## config.mk

```make
export PLATFORM = sky130hd
export DESIGN_NAME = cm_halfbridge_pwm
export DESIGN_NICKNAME = d
export VERILOG_FILES = /design/src/rtl/hb_pwm_pkg.sv /design/src/rtl/hb_edge_sync.sv /design/src/rtl/hb_ontime_calc.sv /design/src/rtl/cm_halfbridge_pwm.sv
export SDC_FILE = /design/constraint.sdc
export NUM_CORES = 1
export LEC_CHECK = 0
export ABC_AREA = 1
export BUFFER_PORTS_ARGS = -buffer_cell sky130_fd_sc_hd__buf_2
export CAP_MARGIN = 5
export CORE_AREA = 2 2 108 136
export DETAILED_ROUTE_END_ITERATION = 16
export DIE_AREA = 0 0 110 138
export GPL_TIMING_DRIVEN = 0
export HOLD_SLACK_MARGIN = 0.15
export PLACE_DENSITY = 0.82
export SLEW_MARGIN = 20
export SYNTH_ARGS = -nofsm -noshare
export SYNTH_HDL_FRONTEND = slang
export SYNTH_SLANG_ARGS = --single-unit
```

## constraint.sdc

```tcl
create_clock -name clk_i -period 16.46 [get_ports clk_i]
set_clock_uncertainty 0.15 [all_clocks]
set_input_delay 1.646 -clock clk_i [delete_from_list [all_inputs] [get_ports clk_i]]
set_output_delay 1.646 -clock clk_i [all_outputs]
set_load 0.005 [all_outputs]
```

## src/rtl/hb_pwm_pkg.sv

```systemverilog
package hb_pwm_pkg;
  typedef enum logic [2:0] {
    PH_IDLE,
    PH_DT_PRE,
    PH_HIGH,
    PH_DT_MID,
    PH_LOW
  } phase_e;
endpackage

```

## src/rtl/hb_edge_sync.sv

```systemverilog
module hb_edge_sync #(
  parameter int unsigned STAGES = 2
) (
  input  logic clk_i,
  input  logic rst_ni,
  input  logic async_i,
  output logic rise_o
);
  logic [STAGES:0] sync_q;

  always_ff @(posedge clk_i or negedge rst_ni) begin
    if (!rst_ni) sync_q <= '0;
    else         sync_q <= {sync_q[STAGES-1:0], async_i};
  end

  assign rise_o = sync_q[STAGES-1] & ~sync_q[STAGES];


  edge_single_chk: assert property (@(posedge clk_i) disable iff (!rst_ni)
    rise_o |=> !rise_o);
endmodule

```

## src/rtl/hb_ontime_calc.sv

```systemverilog
module hb_ontime_calc #(
  parameter int unsigned CNT_W = 16
) (
  input  logic             vmode_i,
  input  logic [CNT_W-1:0] raw_i,
  input  logic [CNT_W-1:0] ofs_i,
  input  logic [CNT_W-1:0] min_on_i,
  input  logic [CNT_W-1:0] max_half_i,
  output logic [CNT_W-1:0] ton_o
);
  localparam logic [CNT_W-1:0] ONE = CNT_W'(1);

  logic [CNT_W-1:0] sub_v, floor_v, lo_v, hi_v;

  always_comb begin
    sub_v   = (raw_i > ofs_i) ? raw_i - ofs_i : '0;
    floor_v = (min_on_i == '0) ? ONE : min_on_i;
    lo_v    = (sub_v < floor_v) ? floor_v : sub_v;
    hi_v    = (lo_v > max_half_i) ? max_half_i : lo_v;
    ton_o   = vmode_i ? raw_i : hi_v;
  end
endmodule

```

## src/rtl/cm_halfbridge_pwm.sv

```systemverilog
module cm_halfbridge_pwm
  import hb_pwm_pkg::*;
#(
  parameter int unsigned CNT_W       = 16,
  parameter int unsigned SYNC_STAGES = 2
) (
  input  logic             clk_i,
  input  logic             rst_ni,
  input  logic             en_i,
  input  logic             cmp_i,
  input  logic [CNT_W-1:0] max_half_i,
  input  logic [CNT_W-1:0] dead_i,
  input  logic             vmode_i,
  input  logic [CNT_W-1:0] vm_half_i,
  input  logic [CNT_W-1:0] comp_ofs_i,
  input  logic [CNT_W-1:0] min_on_i,
  output logic             gate_hi_o,
  output logic             gate_lo_o,
  output logic [CNT_W-1:0] ton_o
);
  localparam int unsigned CW1 = CNT_W + 1;

  phase_e           state_q, state_d;
  logic [CNT_W-1:0] cnt_q, cnt_d;
  logic [CNT_W-1:0] ton_q, ton_d, ton_calc;
  logic [CW1-1:0]   cnt_inc, hi_lim;
  logic             cmp_rise, accept, hi_done;
  logic             gate_hi_q, gate_lo_q;

  hb_edge_sync #(.STAGES(SYNC_STAGES)) u_sync (
    .clk_i  (clk_i),
    .rst_ni (rst_ni),
    .async_i(cmp_i),
    .rise_o (cmp_rise)
  );

  hb_ontime_calc #(.CNT_W(CNT_W)) u_calc (
    .vmode_i   (vmode_i),
    .raw_i     (cnt_inc[CNT_W-1:0]),
    .ofs_i     (comp_ofs_i),
    .min_on_i  (min_on_i),
    .max_half_i(max_half_i),
    .ton_o     (ton_calc)
  );

  always_comb begin
    cnt_inc = {1'b0, cnt_q} + CW1'(1);
    if (vmode_i && (vm_half_i < max_half_i)) hi_lim = {1'b0, vm_half_i};
    else                                     hi_lim = {1'b0, max_half_i};
    accept  = !vmode_i && cmp_rise && (cnt_q >= min_on_i);
    hi_done = accept || (cnt_inc >= hi_lim);
  end

  always_comb begin
    state_d = state_q;
    cnt_d   = cnt_q + CNT_W'(1);
    ton_d   = ton_q;
    if (!en_i) begin
      state_d = PH_IDLE;
      cnt_d   = '0;
    end else begin
      unique case (state_q)
        PH_IDLE: begin
          state_d = PH_DT_PRE;
          cnt_d   = '0;
        end
        PH_DT_PRE: if (cnt_inc >= {1'b0, dead_i}) begin
          state_d = PH_HIGH;
          cnt_d   = '0;
        end
        PH_HIGH: if (hi_done) begin
          state_d = PH_DT_MID;
          cnt_d   = '0;
          ton_d   = ton_calc;
        end
        PH_DT_MID: if (cnt_inc >= {1'b0, dead_i}) begin
          state_d = PH_LOW;
          cnt_d   = '0;
        end
        PH_LOW: if (cnt_inc >= {1'b0, ton_q}) begin
          state_d = PH_DT_PRE;
          cnt_d   = '0;
        end
        default: begin
          state_d = PH_IDLE;
          cnt_d   = '0;
        end
      endcase
    end
  end

  always_ff @(posedge clk_i or negedge rst_ni) begin
    if (!rst_ni) begin
      state_q   <= PH_IDLE;
      cnt_q     <= '0;
      ton_q     <= '0;
      gate_hi_q <= 1'b0;
      gate_lo_q <= 1'b0;
    end else begin
      state_q   <= state_d;
      cnt_q     <= cnt_d;
      ton_q     <= ton_d;
      // gates registered from next phase: glitch-free, aligned with state_q
      gate_hi_q <= (state_d == PH_HIGH);
      gate_lo_q <= (state_d == PH_LOW);
    end
  end

  assign gate_hi_o = gate_hi_q;
  assign gate_lo_o = gate_lo_q;
  assign ton_o     = ton_q;


  gate_excl_chk: assert property (@(posedge clk_i) disable iff (!rst_ni)
    !(gate_hi_o && gate_lo_o));


  hi_to_lo_gap_chk: assert property (@(posedge clk_i) disable iff (!rst_ni)
    $fell(gate_hi_o) |-> !gate_lo_o);


  hi_limit_chk: assert property (@(posedge clk_i) disable iff (!rst_ni)
    (state_q == PH_HIGH && max_half_i != '0) |-> (cnt_q < max_half_i));


  low_len_chk: assert property (@(posedge clk_i) disable iff (!rst_ni)
    (state_q == PH_LOW) |-> (cnt_inc <= {1'b0, ton_q}));


  off_when_disabled_chk: assert property (@(posedge clk_i) disable iff (!rst_ni)
    !en_i |=> (!gate_hi_o && !gate_lo_o));


  low_then_gap_chk: assert property (@(posedge clk_i) disable iff (!rst_ni)
    $fell(gate_lo_o) |-> !gate_hi_o);
endmodule

```

==> results.py, run 1 <==
metrics = {
    "clock_tree": {
        "post_cts_resized": 0,
        "clock_latency_ps": 290,
        "post_cts_buffers": 0,
        "cts.clk_slew.worst_paths_ps": 60,
        "cts_root_buf": "clkbuf_16",
        "clkSinkCount": 40,
        "cts_tree": "done",
        "holdBufCountCts": 0,
        "cts_buffer_depth": 2,
        "cts_htree_levels": 2,
        "numCtsBuffers": 5,
    },
    "sta": {
        "min_period_ps": 8550,
        "min_period_over_period": 0.519,
        "setup_violations": 0,
        "setup_ws_ps": 7910,
        "rsz0062_at_grt": "false",
        "worst_pin_slew_ps": 1150,
        "tns_ps": 0,
        "report.final.slew_viol_count": 0,
        "slew_headroom": 0.234,
        "max_freq_mhz": 117,
        "hold_viol_final": 0,
    },
    "placement": {
        "finalWeightedCongestion": 1.08,
        "pre_cts_ws_ps": 8020,
        "portBuffers": 102,
        "dpl.hpwl_um": 17500,
    },
    "cells_and_area": {
        "antenna_cells": 0,
        "fillCellCount": 1411,
        "seq_area_um2": 1000,
        "multi_input_comb_area_um2": 5020,
        "drive_above_1_share": 0.128,
        "area_growth_pct": 13.2,
        "final_nets": 1389,
    },
    "critical_path": {
        "critPathLaunchType": "flip-flop",
        "arrival_ps": 8570,
        "crit_fanout": 10,
        "required_ps": 16480,
        "cpPeakStageDelay_ps": 830,
        "path_class": "flip-flop to flip-flop",
        "path_depth": 40,
        "crit_top_cell": "nand2_1",
        "critPathTopFamily": "simple AND/OR/NAND/NOR gates",
        "path_buf_inv": 7,
        "critPathSlowestCell": "xor2_1",
        "cp-end-kind": "flip-flop",
        "reg2reg_depth": 40,
    },
    "global_routing": {
        "grt_pass1_vias": 6972,
        "track_usage": 0.282,
        "grt_pass1_wl_um": 33400,
        "antenna_found_initial": 0,
        "grt-ovfl-total": 0,
        "grt_max_degree": 41,
    },
    "pwr": {
        "power.leakage_nw": 4.52,
        "power_density_nw_per_um2": 39.9,
        "ir_drop_v": 0.0000745,
    },
    "flow_run": {
        "drv_cap": 0,
    },
    "route": {
        "drtIter0Drc": 425,
        "drc": 0,
        "routed_wl_um": 21500,
        "drt_pass1_iterations": 5,
        "vias": 7511,
        "vias_per_cell": 5.54,
        "antenna_left": 0,
        "avgRoutedWirePerCell_um": 15.9,
    },
    "worst_hold_path": {
        "hold-path-cell-count": 0,
        "min_path_type": "flip-flop to flip-flop",
    },
    "floorplan": {
        "die_w_um": 110,
        "rows": 49,
        "ios": 103,
        "start_util": 0.488,
        "fp.dieH_um": 138,
        "die_area_um2": 15200,
        "design.core.area_um2": 14000,
    },
    "synthesis": {
        "syn-cell-area_um2": 6850,
        "synth_most_common_cell": "nand2_1",
        "synth_warnings": 0,
        "synth_commonest_cells": "245 x nand2_1, 188 x inv_1, 127 x ha_1",
        "synth_area_leader_cell": "ha_1",
        "synth-edff-count": 0,
        "synth.area.top_cells": "ha_1 23%, dfrtp_1 15%, nand2_1 13%, inv_1 10%, nor2_1 5.0%",
        "async_reset_ff_frac": 1.00,
        "avgSynthCellArea_um2": 6.42,
        "ys_ff_latch": 40,
        "syn-num-nets": 1280,
        "seq_area_frac_synth": 0.146,
        "yosysTopAreaCellShare": 0.232,
        "ys_types": 50,
        "synthFlopType": "dfrtp_1",
        "synthCells": 1067,
    },
    "outcome": {
        "status": "finished clean",
    },
}
[power breakdown]
group / internal [mW] / leakage (nW) / switching [mW] / total [mW]
Clock: 0.0714 / 0.0808 / 0.0407 / 0.112
Sequential: 0.0992 / 0.550 / 0.00127 / 0.100
Combinational: 0.0357 / 3.89 / 0.0610 / 0.0967
[path summary, 6_finish.rpt]
kind	start	endpoint	slack, ps
min in group asynchronous	rst_ni	u_sync.sync_q[2]$_DFF_PN0_	1340
max reg2reg	cnt_q[0]$_DFF_PN0_	ton_o[15]$_DFFE_PN0P_	7910
max in group asynchronous	rst_ni	ton_o[15]$_DFFE_PN0P_	14220
min reg2reg	u_sync.sync_q[0]$_DFF_PN0_	u_sync.sync_q[1]$_DFF_PN0_	210
min	u_sync.sync_q[0]$_DFF_PN0_	u_sync.sync_q[1]$_DFF_PN0_	210
max	cnt_q[0]$_DFF_PN0_	ton_o[15]$_DFFE_PN0P_	7910
[worst register-to-register path, delay by kind of cell, from the launching register on]
| kind | cells | cell delay (ps) |
|---|---|---|
| xor gates and xnor gates | 1 | 830 |
| buffers and inverters | 7 | 1500 |
| AOI/OAI and AO/OA | 8 | 1390 |
| DFF | 1 | 680 |
| and+or+nand+nor | 21 | 2880 |
| adders and majority gates | 3 | 1020 |
[registers in the layout (all words and copies together), names as in the netlist]
register	count
cnt_q	16
ton_o	16
state_q	3
u_sync.sync_q	3
gate_hi_o	1
gate_lo_o	1
[through the flow]
stage	instances	utilization	instance area (um2)	power [mW]	hold WS, ps
2_1_floorplan	1067	-	6850	0.163	181
3_3_place_gp	1347	0.540	7580	0.195	183
3_5_place_dp	1347	0.541	7590	0.197	197
4_1_cts	1355	0.552	7760	0.309	210
5_1_grt	1355	0.552	7760	0.327	216
6_report	1355	0.552	7760	0.309	211
[cells by family (layout without fill, tap and decap cells)]
kind of cell / count (synthesis) / count (layout) / share of synthesized area
compound gates: 137 / 137 / 0.117
simple gates: 532 / 532 / 0.360
flops: 40 / 40 / 0.146
buf+inv: 215 / 325 / 0.123
fa+ha+maj: 128 / 128 / 0.235
xor+xnor: 15 / 15 / 0.0192
[final cells by class]
type,instances,area share
buffer,25,0.0163
clock buffer,6,0.0166
clock inverter,2,0.00452
inverter,190,0.0920
multi-input combinational,812,0.647
sequential,40,0.129
tap,178,0.0287
timing repair buffer,102,0.0658
[layout by cell type, fill, tap and decap left out, drive strengths merged, types with 40 or more instances in the layout]
cell   instances
a21oi         67
buf          112
dfrtp         40
ha           127
inv          189
nand2        249
nand3         68
nand4         57
nor2          94
o21ai         40
[routing by layer]
layer | up-vias | wire, um | track usage | share of wire
li1 | 3754 | - | - | -
met1 | 3388 | 8520 | 0.338 | 0.40
met2 | 287 | 10200 | 0.473 | 0.47
met3 | 82 | 1310 | 0.0273 | 0.061
met4 | 0 | 1500 | 0.177 | 0.070
met5 | - | 0 | 0 | 0
No activity file was read; power rests on OpenSTA's default activity.
==> inputs of run 2 (changes only) <==
--- a/config.mk
+++ b/config.mk
@@ -13,7 +13,7 @@
 export DIE_AREA = 0 0 110 138
 export GPL_TIMING_DRIVEN = 0
 export HOLD_SLACK_MARGIN = 0.15
-export PLACE_DENSITY = 0.82
+export PLACE_DENSITY = 0.84
 export SLEW_MARGIN = 20
 export SYNTH_ARGS = -nofsm -noshare
 export SYNTH_HDL_FRONTEND = slang
==> constraint.sdc (replaced) <==
create_clock -name clk_i -period 7.14 [get_ports clk_i]
set_clock_uncertainty 0.15 [all_clocks]
set_input_delay 0.714 -clock clk_i [delete_from_list [all_inputs] [get_ports clk_i]]
set_output_delay 0.714 -clock clk_i [all_outputs]
set_load 0.005 [all_outputs]
==> run 2 against run 1 <==
Against the previous run:
- global-route usage is 0.15 points higher
- die area stayed put
- final cell count is 0.81% higher
- sequential share of layout area is 0.32 points lower
- non-clock buffer count is 11 higher
- register-to-register slack worse by 7500 ps
- maximum frequency is 28% higher
- routed wire length is 1.1% higher
- utilization is 1.5 points higher
- setup slack worse by 7500 ps
- clock-buffer cell count is 1 lower
- total power is 130% higher
==> results.py, run 2 (synthesis results as in run 1) <==
metrics = {
    "outcome": {
        "status": "finished clean",
    },
    "route": {
        "avgRoutedWirePerCell_um": 15.9,
        "antenna_left": 0,
        "vias_per_cell": 5.51,
        "routed_wl_um": 21800,
        "drt_pass1_iterations": 6,
        "vias": 7528,
        "drc": 0,
        "drtIter0Drc": 426,
    },
    "floorplan": {
        "die_area_um2": 15200,
        "start_util": 0.488,
        "die_w_um": 110,
        "fp.dieH_um": 138,
        "rows": 49,
        "ios": 103,
        "design.core.area_um2": 14000,
    },
    "critical_path": {
        "path_class": "flip-flop to flip-flop",
        "critPathSlowestCell": "xor2_1",
        "rrSetupSlack_ps": 460,
        "cp-end-kind": "flip-flop",
        "cpPeakStageDelay_ps": 940,
        "crit_fanout": 10,
        "critPathLaunchType": "flip-flop",
        "arrival_ps": 6760,
        "required_ps": 7220,
        "crit_top_cell": "nand2_1",
    },
    "clock_tree": {
        "clock_latency_ps": 290,
        "cts_root_buf": "clkbuf_16",
        "cts_htree_levels": 2,
        "cts_tree": "done",
        "clkSinkCount": 40,
        "holdBufCountCts": 0,
        "numCtsBuffers": 5,
        "cts.clk_slew.worst_paths_ps": 60,
        "cts_buffer_depth": 2,
    },
    "pwr": {
        "switchingPower_mw": 0.236,
        "power_density_nw_per_um2": 89.6,
        "p_seq_frac": 0.323,
        "p_clk_frac": 0.358,
        "ir_drop_v": 0.000174,
        "switching_share": 0.331,
        "internal-power_mw": 0.477,
        "finalPower_mw": 0.714,
        "combinationalPowerShare": 0.319,
        "power.leakage_nw": 4.61,
    },
    "sta": {
        "max_freq_mhz": 150,
        "worst_pin_slew_ps": 1200,
        "min_period_ps": 6680,
        "hold_viol_final": 0,
        "setup_violations": 0,
        "slew_headroom": 0.199,
        "worst_hold_slack_ps": 204,
        "report.final.slew_viol_count": 0,
        "min_period_over_period": 0.936,
    },
    "cells_and_area": {
        "antenna_cells": 0,
        "finish.utilization": 0.567,
        "fillCellCount": 1332,
        "area_growth_pct": 16.2,
        "layout_commonest_cell": "nand2_1",
        "most-common-layout-cells": "243 x nand2_1, 183 x inv_1, 126 x ha_1",
        "fin_area_um2": 7960,
        "drive_above_1_share": 0.159,
        "final_nets": 1400,
    },
    "global_routing": {
        "grt_pass1_vias": 6987,
        "grt_pass1_wl_um": 33600,
        "antenna_found_initial": 0,
        "track_usage": 0.284,
        "grt-ovfl-total": 0,
        "grt_max_degree": 41,
    },
    "placement": {
        "portBuffers": 102,
        "placed_area_um2": 7590,
        "finalWeightedCongestion": 1.04,
        "dpl.hpwl_um": 17600,
    },
    "flow_run": {
        "drv_cap": 0,
    },
    "worst_hold_path": {
        "min_path_type": "flip-flop to flip-flop",
    },
}
-- run 2: stage by stage --
step | worst slack, ps | std cells | TNS (ps)
2_1_floorplan | 770 | 1067 | 0
5_1_grt | -40.7 | 1366 | -220
6_report | 456 | 1366 | 0
3_3_place_gp | -1130 | 1347 | -16180
4_1_cts | 37.7 | 1357 | 0
3_5_place_dp | -1360 | 1347 | -19980
-- run 2: layer usage --
metal	vias up	wire (um)	global-route usage
li1	3770	-	-
met2	287	10600	0.488
met1	3387	8270	0.340
met3	84	1510	0.0231
met5	-	0	0
met4	0	1420	0.158
-- run 2: worst paths after layout --
kind                            cells past startpoint                         end                       start
max in group asynchronous                           1          cnt_q[0]$_DFF_PN0_                      rst_ni
worst min-delay path                                0  u_sync.sync_q[1]$_DFF_PN0_  u_sync.sync_q[0]$_DFF_PN0_
worst min register to register                      0  u_sync.sync_q[1]$_DFF_PN0_  u_sync.sync_q[0]$_DFF_PN0_
worst max register to register                     36       ton_o[13]$_DFFE_PN0P_          cnt_q[0]$_DFF_PN0_
min in group asynchronous                           1  u_sync.sync_q[0]$_DFF_PN0_                      rst_ni
worst max-delay path                               36       ton_o[13]$_DFFE_PN0P_          cnt_q[0]$_DFF_PN0_
-- run 2: what timing repair did --
item,CTS,global route
endpoints found under the hold margin,0,0
resized for setup,12,22
pin swaps,1,3
setup buffers,3,9
setup endpoints to repair,16,16
-- run 2: worst max-delay path, delay by kind of cell (launching register included) --
| kind | cells | cell delay, ps |
|---|---|---|
| AOI/OAI and AO/OA | 10 | 1920 |
| xor gates and xnor gates | 1 | 940 |
| adders and majority gates | 4 | 1120 |
| buffers and inverters | 5 | 600 |
| DFF | 1 | 430 |
| and+or+nand+nor | 16 | 1450 |
-- run 2: power by group through the flow --
stage	Combinational (mW)	Sequential (mW)	Clock [mW]
3_5_place_dp	0.219	0.236	0
2_1_floorplan	0.142	0.234	0
4_1_cts	0.223	0.230	0.260
5_1_grt	0.258	0.230	0.269
6_report	0.227	0.230	0.256
3_3_place_gp	0.214	0.235	0
-- run 2: final cells by class --
class	instances	area (um2)	area share
Clock buffer	5	125	0.0157
Timing Repair Buffer	114	601	0.0754
Multi-Input combinational cell	812	5120	0.643
Sequential cell	40	1000	0.126
Buffer	24	130	0.0163
Inverter	190	717	0.0900
Clock inverter	3	42.5	0.00534
Tap cell	178	223	0.0280
